==> src/rtl/bsram_pkg.sv <==
package bsram_pkg;

    typedef enum logic [1:0] {
        ST_IDLE = 2'd0,
        ST_RD   = 2'd1,
        ST_WR   = 2'd2
    } acc_state_t;

    typedef enum logic [1:0] {
        CMD_HOLD = 2'd0,
        CMD_DROP = 2'd1,
        CMD_CPU  = 2'd2,
        CMD_CTL  = 2'd3
    } acc_cmd_t;

    // low two address bits of burst step 'stp' from start offset 'first'
    function automatic logic [1:0] burst_offset(input logic [1:0] first,
                                                input logic [1:0] stp,
                                                input logic       linear);
        if (linear)
            return first + stp;
        else
            return first ^ stp;
    endfunction

endpackage

==> src/rtl/bsram_inreg.sv <==
module bsram_inreg #(
    parameter int AW = 6,
    parameter int NB = 4,
    parameter int DW = 32
) (
    input  logic          clk,
    input  logic          rst_n,
    input  logic [AW-1:0] addr,
    input  logic          cpu_strobe_n,
    input  logic          ctl_strobe_n,
    input  logic          burst_adv_n,
    input  logic          sel1_n,
    input  logic          sel2,
    input  logic          sel3_n,
    input  logic          wr_all_n,
    input  logic          wr_byte_en_n,
    input  logic [NB-1:0] lane_sel_n,
    input  logic [DW-1:0] dq_i,
    output logic [AW-1:0] addr_q,
    output logic          cpu_strobe_n_q,
    output logic          ctl_strobe_n_q,
    output logic          burst_adv_n_q,
    output logic          sel1_n_q,
    output logic          sel2_q,
    output logic          sel3_n_q,
    output logic          wr_all_n_q,
    output logic          wr_byte_en_n_q,
    output logic [NB-1:0] lane_sel_n_q,
    output logic [DW-1:0] dq_q
);

    always_ff @(posedge clk) begin
        if (!rst_n) begin
            addr_q         <= '0;
            cpu_strobe_n_q <= 1'b1;
            ctl_strobe_n_q <= 1'b1;
            burst_adv_n_q  <= 1'b1;
            sel1_n_q       <= 1'b1;
            sel2_q         <= 1'b0;
            sel3_n_q       <= 1'b1;
            wr_all_n_q     <= 1'b1;
            wr_byte_en_n_q <= 1'b1;
            lane_sel_n_q   <= '1;
            dq_q           <= '0;
        end else begin
            addr_q         <= addr;
            cpu_strobe_n_q <= cpu_strobe_n;
            ctl_strobe_n_q <= ctl_strobe_n;
            burst_adv_n_q  <= burst_adv_n;
            sel1_n_q       <= sel1_n;
            sel2_q         <= sel2;
            sel3_n_q       <= sel3_n;
            wr_all_n_q     <= wr_all_n;
            wr_byte_en_n_q <= wr_byte_en_n;
            lane_sel_n_q   <= lane_sel_n;
            dq_q           <= dq_i;
        end
    end

endmodule

==> src/rtl/bsram_ctrl.sv <==
module bsram_ctrl
    import bsram_pkg::*;
#(
    parameter int NB = 4
) (
    input  logic          clk,
    input  logic          rst_n,
    input  logic          cpu_strobe_n,
    input  logic          ctl_strobe_n,
    input  logic          burst_adv_n,
    input  logic          sel1_n,
    input  logic          sel2,
    input  logic          sel3_n,
    input  logic          wr_all_n,
    input  logic          wr_byte_en_n,
    input  logic [NB-1:0] lane_sel_n,
    output logic          load,
    output logic          advance,
    output logic          wr_en,
    output logic [NB-1:0] lane_wr,
    output logic          capture
);

    acc_state_t st_q;
    acc_state_t st_d;
    acc_cmd_t   cmd;
    logic       sel_ok;
    logic       cpu_ok;
    logic       wr_req;

    // command decode from the registered inputs
    always_comb begin
        sel_ok = !sel1_n && sel2 && !sel3_n;
        cpu_ok = !cpu_strobe_n && !sel1_n;
        wr_req = !wr_all_n || !wr_byte_en_n;
        if (cpu_ok)
            cmd = sel_ok ? CMD_CPU : CMD_DROP;
        else if (!ctl_strobe_n)
            cmd = sel_ok ? CMD_CTL : CMD_DROP;
        else
            cmd = CMD_HOLD;
    end

    // next-state logic
    always_comb begin
        st_d = st_q;
        unique case (st_q)
            ST_IDLE: begin
                unique case (cmd)
                    CMD_CPU:  st_d = ST_RD;
                    CMD_CTL:  st_d = wr_req ? ST_WR : ST_RD;
                    default:  st_d = ST_IDLE;
                endcase
            end
            ST_RD, ST_WR: begin
                unique case (cmd)
                    CMD_DROP: st_d = ST_IDLE;
                    CMD_CPU:  st_d = ST_RD;
                    default:  st_d = wr_req ? ST_WR : ST_RD;
                endcase
            end
            default: st_d = ST_IDLE;
        endcase
    end

    // state register
    always_ff @(posedge clk) begin
        if (!rst_n)
            st_q <= ST_IDLE;
        else
            st_q <= st_d;
    end

    // outputs
    always_comb begin
        load    = (cmd == CMD_CPU) || (cmd == CMD_CTL);
        advance = (cmd == CMD_HOLD) && (st_q != ST_IDLE) && !burst_adv_n;
        wr_en   = (st_d == ST_WR);
        capture = (st_d == ST_RD);
        if (!wr_all_n)
            lane_wr = '1;
        else if (!wr_byte_en_n)
            lane_wr = ~lane_sel_n;
        else
            lane_wr = '0;
    end

endmodule

==> src/rtl/bsram_burst.sv <==
module bsram_burst
    import bsram_pkg::*;
#(
    parameter int AW = 6
) (
    input  logic          clk,
    input  logic          rst_n,
    input  logic          linear,
    input  logic          load,
    input  logic          advance,
    input  logic [AW-1:0] start_addr,
    output logic [AW-1:0] acc_addr
);

    localparam int UW = AW - 2;

    logic [AW-1:0] base_q;
    logic [1:0]    cnt_q;
    logic [1:0]    cnt_use;

    always_comb begin
        cnt_use = advance ? 2'(cnt_q + 2'd1) : cnt_q;
        if (load)
            acc_addr = start_addr;
        else
            acc_addr = {base_q[AW-1 -: UW], burst_offset(base_q[1:0], cnt_use, linear)};
    end

    always_ff @(posedge clk) begin
        if (!rst_n) begin
            base_q <= '0;
            cnt_q  <= 2'd0;
        end else if (load) begin
            base_q <= start_addr;
            cnt_q  <= 2'd0;
        end else begin
            cnt_q  <= cnt_use;
        end
    end

endmodule

==> src/rtl/bsram_lanes.sv <==
module bsram_lanes #(
    parameter int AW = 6,
    parameter int NB = 4,
    parameter int BW = 8
) (
    input  logic             clk,
    input  logic             wr_en,
    input  logic [NB-1:0]    lane_wr,
    input  logic [AW-1:0]    addr,
    input  logic [NB*BW-1:0] wdata,
    output logic [NB*BW-1:0] rdata
);

    localparam int DEPTH = 1 << AW;

    for (genvar g = 0; g < NB; g++) begin : g_lane
        logic [BW-1:0] cells [DEPTH];

        always_ff @(posedge clk) begin
            if (wr_en && lane_wr[g])
                cells[addr] <= wdata[g*BW +: BW];
        end

        assign rdata[g*BW +: BW] = cells[addr];
    end

endmodule

==> src/rtl/burst_sram.sv <==
module burst_sram #(
    parameter  int AW = 6,
    parameter  int NB = 4,
    parameter  int BW = 8,
    localparam int DW = NB * BW
) (
    input  logic          clk,
    input  logic          rst_n,
    input  logic          lin_mode,
    input  logic [AW-1:0] addr,
    input  logic          cpu_strobe_n,
    input  logic          ctl_strobe_n,
    input  logic          burst_adv_n,
    input  logic          sel1_n,
    input  logic          sel2,
    input  logic          sel3_n,
    input  logic          wr_all_n,
    input  logic          wr_byte_en_n,
    input  logic [NB-1:0] lane_sel_n,
    input  logic          out_en_n,
    input  logic [DW-1:0] dq_i,
    output logic [DW-1:0] dq_o,
    output logic          dq_oe
);

    logic [AW-1:0] addr_q;
    logic          cpu_q, ctl_q, adv_q, s1_q, s2_q, s3_q, wa_q, wb_q;
    logic [NB-1:0] ls_q;
    logic [DW-1:0] din_q;
    logic          load, advance, wr_en, capture;
    logic [NB-1:0] lane_wr;
    logic [AW-1:0] acc_addr;
    logic [DW-1:0] rdata;
    logic [DW-1:0] data_q;
    logic          drive_q;

    bsram_inreg #(.AW(AW), .NB(NB), .DW(DW)) u_inreg (
        .clk(clk), .rst_n(rst_n), .addr(addr),
        .cpu_strobe_n(cpu_strobe_n), .ctl_strobe_n(ctl_strobe_n),
        .burst_adv_n(burst_adv_n), .sel1_n(sel1_n), .sel2(sel2), .sel3_n(sel3_n),
        .wr_all_n(wr_all_n), .wr_byte_en_n(wr_byte_en_n), .lane_sel_n(lane_sel_n),
        .dq_i(dq_i),
        .addr_q(addr_q), .cpu_strobe_n_q(cpu_q), .ctl_strobe_n_q(ctl_q),
        .burst_adv_n_q(adv_q), .sel1_n_q(s1_q), .sel2_q(s2_q), .sel3_n_q(s3_q),
        .wr_all_n_q(wa_q), .wr_byte_en_n_q(wb_q), .lane_sel_n_q(ls_q), .dq_q(din_q)
    );

    bsram_ctrl #(.NB(NB)) u_ctrl (
        .clk(clk), .rst_n(rst_n),
        .cpu_strobe_n(cpu_q), .ctl_strobe_n(ctl_q), .burst_adv_n(adv_q),
        .sel1_n(s1_q), .sel2(s2_q), .sel3_n(s3_q),
        .wr_all_n(wa_q), .wr_byte_en_n(wb_q), .lane_sel_n(ls_q),
        .load(load), .advance(advance), .wr_en(wr_en), .lane_wr(lane_wr),
        .capture(capture)
    );

    bsram_burst #(.AW(AW)) u_burst (
        .clk(clk), .rst_n(rst_n), .linear(lin_mode), .load(load),
        .advance(advance), .start_addr(addr_q), .acc_addr(acc_addr)
    );

    bsram_lanes #(.AW(AW), .NB(NB), .BW(BW)) u_lanes (
        .clk(clk), .wr_en(wr_en), .lane_wr(lane_wr), .addr(acc_addr),
        .wdata(din_q), .rdata(rdata)
    );

    // output register stage
    always_ff @(posedge clk) begin
        if (!rst_n) begin
            drive_q <= 1'b0;
            data_q  <= '0;
        end else begin
            drive_q <= capture;
            if (capture)
                data_q <= rdata;
        end
    end

    assign dq_o  = data_q;
    assign dq_oe = drive_q && !out_en_n;

endmodule

==> config.mk <==
export PLATFORM = sky130hd
export DESIGN_NAME = burst_sram
export DESIGN_NICKNAME = d
export VERILOG_FILES = /design/src/rtl/bsram_pkg.sv /design/src/rtl/bsram_inreg.sv /design/src/rtl/bsram_ctrl.sv /design/src/rtl/bsram_burst.sv /design/src/rtl/bsram_lanes.sv /design/src/rtl/burst_sram.sv
export SDC_FILE = /design/constraint.sdc
export NUM_CORES = 2
export LEC_CHECK = 0
export BUFFER_PORTS_ARGS = -buffer_cell sky130_fd_sc_hd__buf_2
export CAP_MARGIN = 20
export CORE_MARGIN = 1
export CORE_UTILIZATION = 60
export DETAILED_ROUTE_END_ITERATION = 8
export PLACE_DENSITY = 0.76
export SYNTH_ARGS = -nofsm -noshare
export SYNTH_HDL_FRONTEND = slang
export SYNTH_HIERARCHICAL = 1
export SYNTH_SLANG_ARGS = --single-unit
==> constraint.sdc <==
create_clock -name clk -period 10.9 [get_ports clk]
set_input_delay 1.09 -clock clk [delete_from_list [all_inputs] [get_ports clk]]
set_output_delay 1.09 -clock clk [all_outputs]
set_load 0.05 [all_outputs]
==> Yosys cells after proc, flatten, opt, wreduce, memory -nomap -nowiden <==
Memories as Yosys holds them, arrays and structs flattened. A register that Yosys moved wholly into a read port is not among the register bits.
Index checks and enable logic that the tools add are counted.
{ "totals": {"elab_cells": 80, "mem_count": 4, "out_inout_bits": 33, "ram_bits": 2048, "in_bits": 54, "reg_bits": 61} }
{ "op_classes": {"n_reduce_logical": 28, "eq_ne": 7, "n_bitwise": 3, "addsub": 2, "muxes": 21} }
{ "mem_list": {"columns": ["name", "depth", "word_bits", "read_ports", "rd_clocked_by_memory_dff", "write_ports", "line", "text"], "rows": [
  ["u_lanes.g_lane[0].cells", 64, 8, 1, 1, 1, "bsram_lanes.sv:17", "logic [BW-1:0] cells [DEPTH];"],
  ["u_lanes.g_lane[1].cells", 64, 8, 1, 1, 1, "bsram_lanes.sv:17", null],
  ["u_lanes.g_lane[2].cells", 64, 8, 1, 1, 1, "bsram_lanes.sv:17", null],
  ["u_lanes.g_lane[3].cells", 64, 8, 1, 1, 1, "bsram_lanes.sv:17", null]
]} }
{ "ops": {"columns": ["op", "count"], "rows": [
  ["$mux W2", 7],
  ["$pmux W2 S2", 3],
  ["$logic_not A1 Y1", 11],
  ["$logic_and A1 B1 Y1", 10],
  ["$eq A2 B2 Y1 const B", 4],
  ["$mux W1", 8],
  ["$mux W4", 2],
  ["$eq A2 B1 Y1 const B", 3],
  ["$mux W6", 1],
  ["$logic_not A2 Y1", 2],
  ["$not A4 Y4", 1],
  ["$reduce_or A2 Y1", 2],
  ["$add A2 B1 Y2 const B", 1],
  ["$add A2 B2 Y2", 1],
  ["$logic_or A1 B1 Y1", 2],
  ["$reduce_bool A2 Y1", 1],
  ["$xor A2 B2 Y2", 1],
  ["$not A1 Y1", 1]
]} }

==> Longest topological paths before layout <==
{ "depth": {"depth_word": 13, "ltp_mapped": 22} }

==> By module <==
The synthesis kept the hierarchy.
{ "modules_own_cells": {"columns": ["mod", "instances", "area_per_inst_um2", "seq_area_each_um2", "cells_each"], "rows": [
  ["bsram_lanes", 1, 78684.2, 61499.0, 4423],
  ["bsram_inreg", 1, 1338.8, 1001.0, 105],
  ["burst_sram", 1, 1276.2, 660.6, 106],
  ["bsram_burst", 1, 395.4, 160.2, 37],
  ["bsram_ctrl", 1, 261.5, 40.0, 34]
]} }

==> Least setup slack after synthesis <==
No wires, ideal clock.
{ "synth_path": {"path_kind": "register -> register", "start": "register u_ctrl.st_q[0]", "end": "register data_q[10] (netlist: dq_o[10]) (read register of u_lanes.g_lane[1].cells)", "required_time_ns": 10.783, "synth_period_minus_slack_ns": 4.275, "slack_ns": 6.625, "t_arrival_ns": 4.158, "stages_incl_launch_ff": 20, "cell_sequence": "dfxtp_1 > inv_1 > ha_1 > nor4b_1 > xor2_1 > ha_1 > a21bo_1 > a211o_1 > a31oi_1 > buf_6 > buf_6 > buf_4 > buf_2 > mux2i_1 > o22ai_1 > o31ai_1 > nand4_1 > or4_1 > mux2i_1 > nor2b_1"} }
{ "synth_between": {"elab_chain_cells": 7, "elab_cells_between_ends": 14, "cone_classes": "1 x add/sub; 3 x eq/ne; 4 x mux; 1 x bitwise; 5 x reduce/logical"} }
{ "synth_lines": {"columns": ["element", "line", "text"], "rows": [
  ["start: declaration", "bsram_ctrl.sv:24", "acc_state_t st_q;"],
  ["start signal: assignment", "bsram_ctrl.sv:71", "st_q <= st_d;"],
  ["$reduce_bool A2 Y1", "bsram_ctrl.sv:77", "advance = (cmd == CMD_HOLD) && (st_q != ST_IDLE) && !burst_adv_n;"],
  ["$logic_and A1 B1 Y1 (2 in series)", "bsram_ctrl.sv:77", null],
  ["net advance", "burst_sram.sv:30", "logic load, advance, wr_en, capture;"],
  ["$mux W2", "bsram_burst.sv:22", "cnt_use = advance ? 2'(cnt_q + 2'd1) : cnt_q;"],
  ["net u_burst.cnt_use[0]", "bsram_burst.sv:19", "logic [1:0] cnt_use;"],
  ["$add A2 B2 Y2", "bsram_pkg.sv:21", "return first + stp;"],
  ["$mux W2", "bsram_pkg.sv:20", "if (linear)"],
  ["$mux W6", "bsram_burst.sv:23", "if (load)"],
  ["net acc_addr[1]", "burst_sram.sv:32", "logic [AW-1:0] acc_addr;"],
  ["end: declaration", "burst_sram.sv:34", "logic [DW-1:0] data_q;"]
]} }
The timed path passes the listed nets, and every way through them passes these cells.
A chain may end at the register's enable or synchronous reset.

==> Final worst setup path <==
{ "layout_path": {"start": "register u_ctrl.st_q[0]", "end": "memory u_lanes.g_lane[1].cells[15][0] (enable)"} }
{ "layout_between": {"elab_chain_cells": 7, "elab_cells_between_ends": 17, "cone_classes": "1 x add/sub; 3 x eq/ne; 6 x mux; 1 x bitwise; 6 x reduce/logical"} }
{ "layout_lines": {"columns": ["element", "line"], "rows": [
  ["$reduce_bool A2 Y1", "bsram_ctrl.sv:77"],
  ["$logic_and A1 B1 Y1 (2 in series)", "bsram_ctrl.sv:77"],
  ["net advance", "burst_sram.sv:30"],
  ["$mux W2", "bsram_burst.sv:22"],
  ["net u_burst.cnt_use[0]", "bsram_burst.sv:19"],
  ["$add A2 B2 Y2", "bsram_pkg.sv:21"],
  ["$mux W2", "bsram_pkg.sv:20"],
  ["$mux W6", "bsram_burst.sv:23"],
  ["net acc_addr[1]", "burst_sram.sv:32"],
  ["end: declaration", "bsram_lanes.sv:17"]
]} }
The timed path passes the listed nets, and every way through them passes these cells.

==> impl_metrics.py <==
metrics = {
    "outcome": {
        "status": "complete, no violations",
    },
    "finish": {
        "fin_util": 0.667,
        "multi_input_area_um2": 17100,
        "nNetsFinal": 4809,
        "layout.cells.non_filler": 6704,
        "syn_to_final_growth_pct": 10.2,
        "seqCellArea_um2": 63400,
        "drive_gt1_frac": 0.151,
        "fillers": 8702,
    },
    "sta": {
        "fmaxAchievable_mhz": 150,
        "rsz0062_at_grt": "no",
        "fin_crit_ns": 6.67,
        "finalSetupTns_ns": 0,
        "post-route-period-util": 0.612,
        "worst_slack_ns": 4.23,
        "finalSetupViolations": 0,
        "relSlewSlack": 0.149,
        "clock_skew_ns": 0.0350,
        "finalHoldViolCount": 0,
        "worst_pin_slew_ns": 1.28,
        "finalMaxSlewViolations": 0,
    },
    "place": {
        "dpl.hpwl_mm": 132,
        "port_buffers": 86,
        "place_ws_ns": 4.41,
        "place_inst": 6330,
        "routabilityCongestion": 0.919,
    },
    "global_route": {
        "grt_pass1_vias": 46000,
        "antenna_found_initial": 15,
        "grt_pass1_wl_mm": 321,
        "track_usage": 0.326,
        "grt_max_degree": 126,
        "overflow": 0,
    },
    "routing": {
        "antenna_left": 0,
        "routed_wl_mm": 225,
        "wl_per_cell_um": 33.6,
        "first_pass_iters": 9,
        "remaining_drc_errors": 0,
        "drtIter0Drc": 8560,
        "num_vias": 48000,
        "drt-vias-per-instance": 7.15,
    },
    "critical_path": {
        "critical_path_arrival_ns": 7.11,
        "cp.required_ns": 11.34,
        "critPathMaxFanout": 41,
        "reg2reg_slack_ns": 4.23,
        "worst-setup-path-type": "reg2reg",
        "end_kind": "flip-flop",
        "start_kind": "flip-flop",
    },
    "clock_tree": {
        "clkLatencyLatePin_ns": 0.85,
        "htreeDepth": 4,
        "cts-root-buf": "clkbuf_16",
        "cts.sinks": 2141,
        "cts_resized": 0,
        "cts_buffers": 198,
        "clkTransAtPathRegs_ns": 0.06,
        "post_cts_buffers": 0,
        "clk_path_buf_depth": 3,
        "cts_tree": "yes",
        "cts_hold_buf": 0,
    },
    "pwr": {
        "p_leak_nw": 27.8,
        "powerDensity_nw_per_um2": 177,
        "ir_worst_vdd_uv": 183,
        "finalPower_mw": 16.0,
    },
    "floorplanning": {
        "io_pins": 87,
        "core-area_um2": 135000,
        "core.rowCount": 135,
        "die_h_um": 372,
        "start_util": 0.605,
        "die_area_um2": 138000,
        "dieWidth_um": 372,
    },
    "synth": {
        "ys_ff_latch": 2141,
        "synth_edf_count": 2048,
        "synthCells": 4705,
        "async_reset_ff_frac": 0,
        "syn_area_per_cell_um2": 17.4,
        "synthDistinctLibCells": 68,
        "synth_ff_type": "edfxtp_1",
        "synth_area_um2": 82000,
        "synthesis.nets": 4764,
        "synth-seq-area-share": 0.773,
        "yosys_warnings": 6,
    },
    "min_path": {
        "hold_path.class": "in2reg",
    },
    "run": {
        "maxCapViolations": 0,
    },
}
[metrics by stage]
step	instance area, µm²	hold WS (ns)
global placement	84000	0.479
detailed placement	84000	0.485
CTS	90300	0.394
floorplan	82000	0.451
global route	90300	0.432
finish	90300	0.442
[layout by cell type (no fill, tap or decap), types with 34 or more instances in the layout]
cell type / n
edfxtp_1: 2048
nor2_1: 396
a22oi_1: 331
o22ai_1: 212
mux2i_1: 204
clkbuf_16: 201
a221oi_1: 179
mux4_2: 125
nand2_1: 103
buf_4: 97
buf_2: 85
a21oi_1: 82
o21ai_0: 76
mux2_2: 62
dfxtp_1: 61
clkbuf_1: 56
and2_1: 50
clkinv_1: 36
nor2b_1: 35
clkinv_2: 34
[cells in the mapped netlist (6+ instances only)]
master	count	area, µm²
o2bb2ai_1	15	131
mux2i_1	204	2040
nand3_1	16	80.1
or4_1	28	210
o21ai_0	77	385
a222oi_1	15	150
mux2_2	62	698
o221ai_1	7	61.3
buf_4	17	128
a21oi_1	83	415
nor2b_1	41	257
o22ai_1	212	1330
nand2b_1	16	100
a211oi_1	32	240
inv_1	6	22.5
nor2_1	403	1510
a22o_1	31	272
mux4_2	125	2820
edfxtp_1	2048	61500
buf_2	81	405
nor3_1	23	115
nand4_1	16	100
nand2_1	106	398
a221oi_1	179	1570
dfxtp_1	93	1860
mux2_4	17	255
and3_1	15	93.8
a22oi_1	331	2480
buf_1	35	131
clkbuf_1	189	709
and2_1	53	332
o31ai_1	26	195
a221o_1	17	170
buf_6	14	158
a311oi_1	16	140
[worst max-delay path, cell delays in order (launching register included)]
cell and delay [ns]:
dfxtp_1 0.33, inv_1 0.05, ha_1 0.23, nor4b_1 0.67, xor2_1 0.19, ha_1 0.24
a21bo_1 0.21, a211o_1 0.30, a31oi_4 0.28, buf_4 0.51, buf_4 0.64, nand2_1 0.29
nor2_2 0.62, buf_4 0.35, nand2_1 0.49, nor2_1 0.80
[final cells by class]
class | count | share of cell area
clock buffer | 272 | 0.0603
sequential | 2141 | 0.702
inverter | 8 | 0.000374
multi-input combinational | 2213 | 0.190
timing repair buffer | 188 | 0.0142
tap | 1781 | 0.0247
clock inverter | 93 | 0.00853
antenna | 8 | 0.000222
[flip-flops by register name (all words and copies together), names as in the netlist, 2 cells and up]
register and count:
u_inreg/lane_sel_n_q 4, u_inreg/addr_q 6, dq_o 32, u_ctrl/st_q 2
u_burst/base_q 6, u_lanes/g_lane.cells 2048, u_inreg/dq_q 32, u_burst/cnt_q 2
[path summary, 6_finish.rpt]
check | start | to | cells past startpoint
setup / recovery | u_ctrl/st_q[0] | u_lanes/g_lane[1].cells[15][0] | 15
hold / removal | lane_sel_n[1] | u_inreg/lane_sel_n_q[1] | 2
setup reg to reg | u_ctrl/st_q[0] | u_lanes/g_lane[1].cells[15][0] | 15
hold reg to reg | u_burst/base_q[0] | u_burst/base_q[0] | 2
[power by group]
part,switching (mW),internal (mW)
combinational,0.215,0.0524
sequential,0.00918,9.01
clock,2.93,3.74
total,3.16,12.8
[logic make-up after synthesis]
| group | after synthesis | share of synthesized area |
|---|---|---|
| AOI/OAI and AO/OA | 1064 | 0.0944 |
| xor gates and xnor gates | 1 | 0.000107 |
| adders and majority gates | 5 | 0.000763 |
| buffers and inverters | 351 | 0.0200 |
| DFF | 2141 | 0.773 |
| muxes | 408 | 0.0709 |
| and+or+nand+nor | 735 | 0.0407 |
[layer usage]
| layer | vias to the layer above | part of all wire | wire length [µm] | track usage |
|---|---|---|---|---|
| li1 | 19300 | - | - | - |
| met1 | 23900 | 0.35 | 79000 | 0.454 |
| met2 | 4146 | 0.45 | 100000 | 0.480 |
| met3 | 681 | 0.15 | 34500 | 0.0968 |
| met4 | 12 | 0.049 | 11100 | 0.148 |
| met5 | - | 0.00044 | 100 | 0 |
No activity file was read; power rests on OpenSTA's default activity.
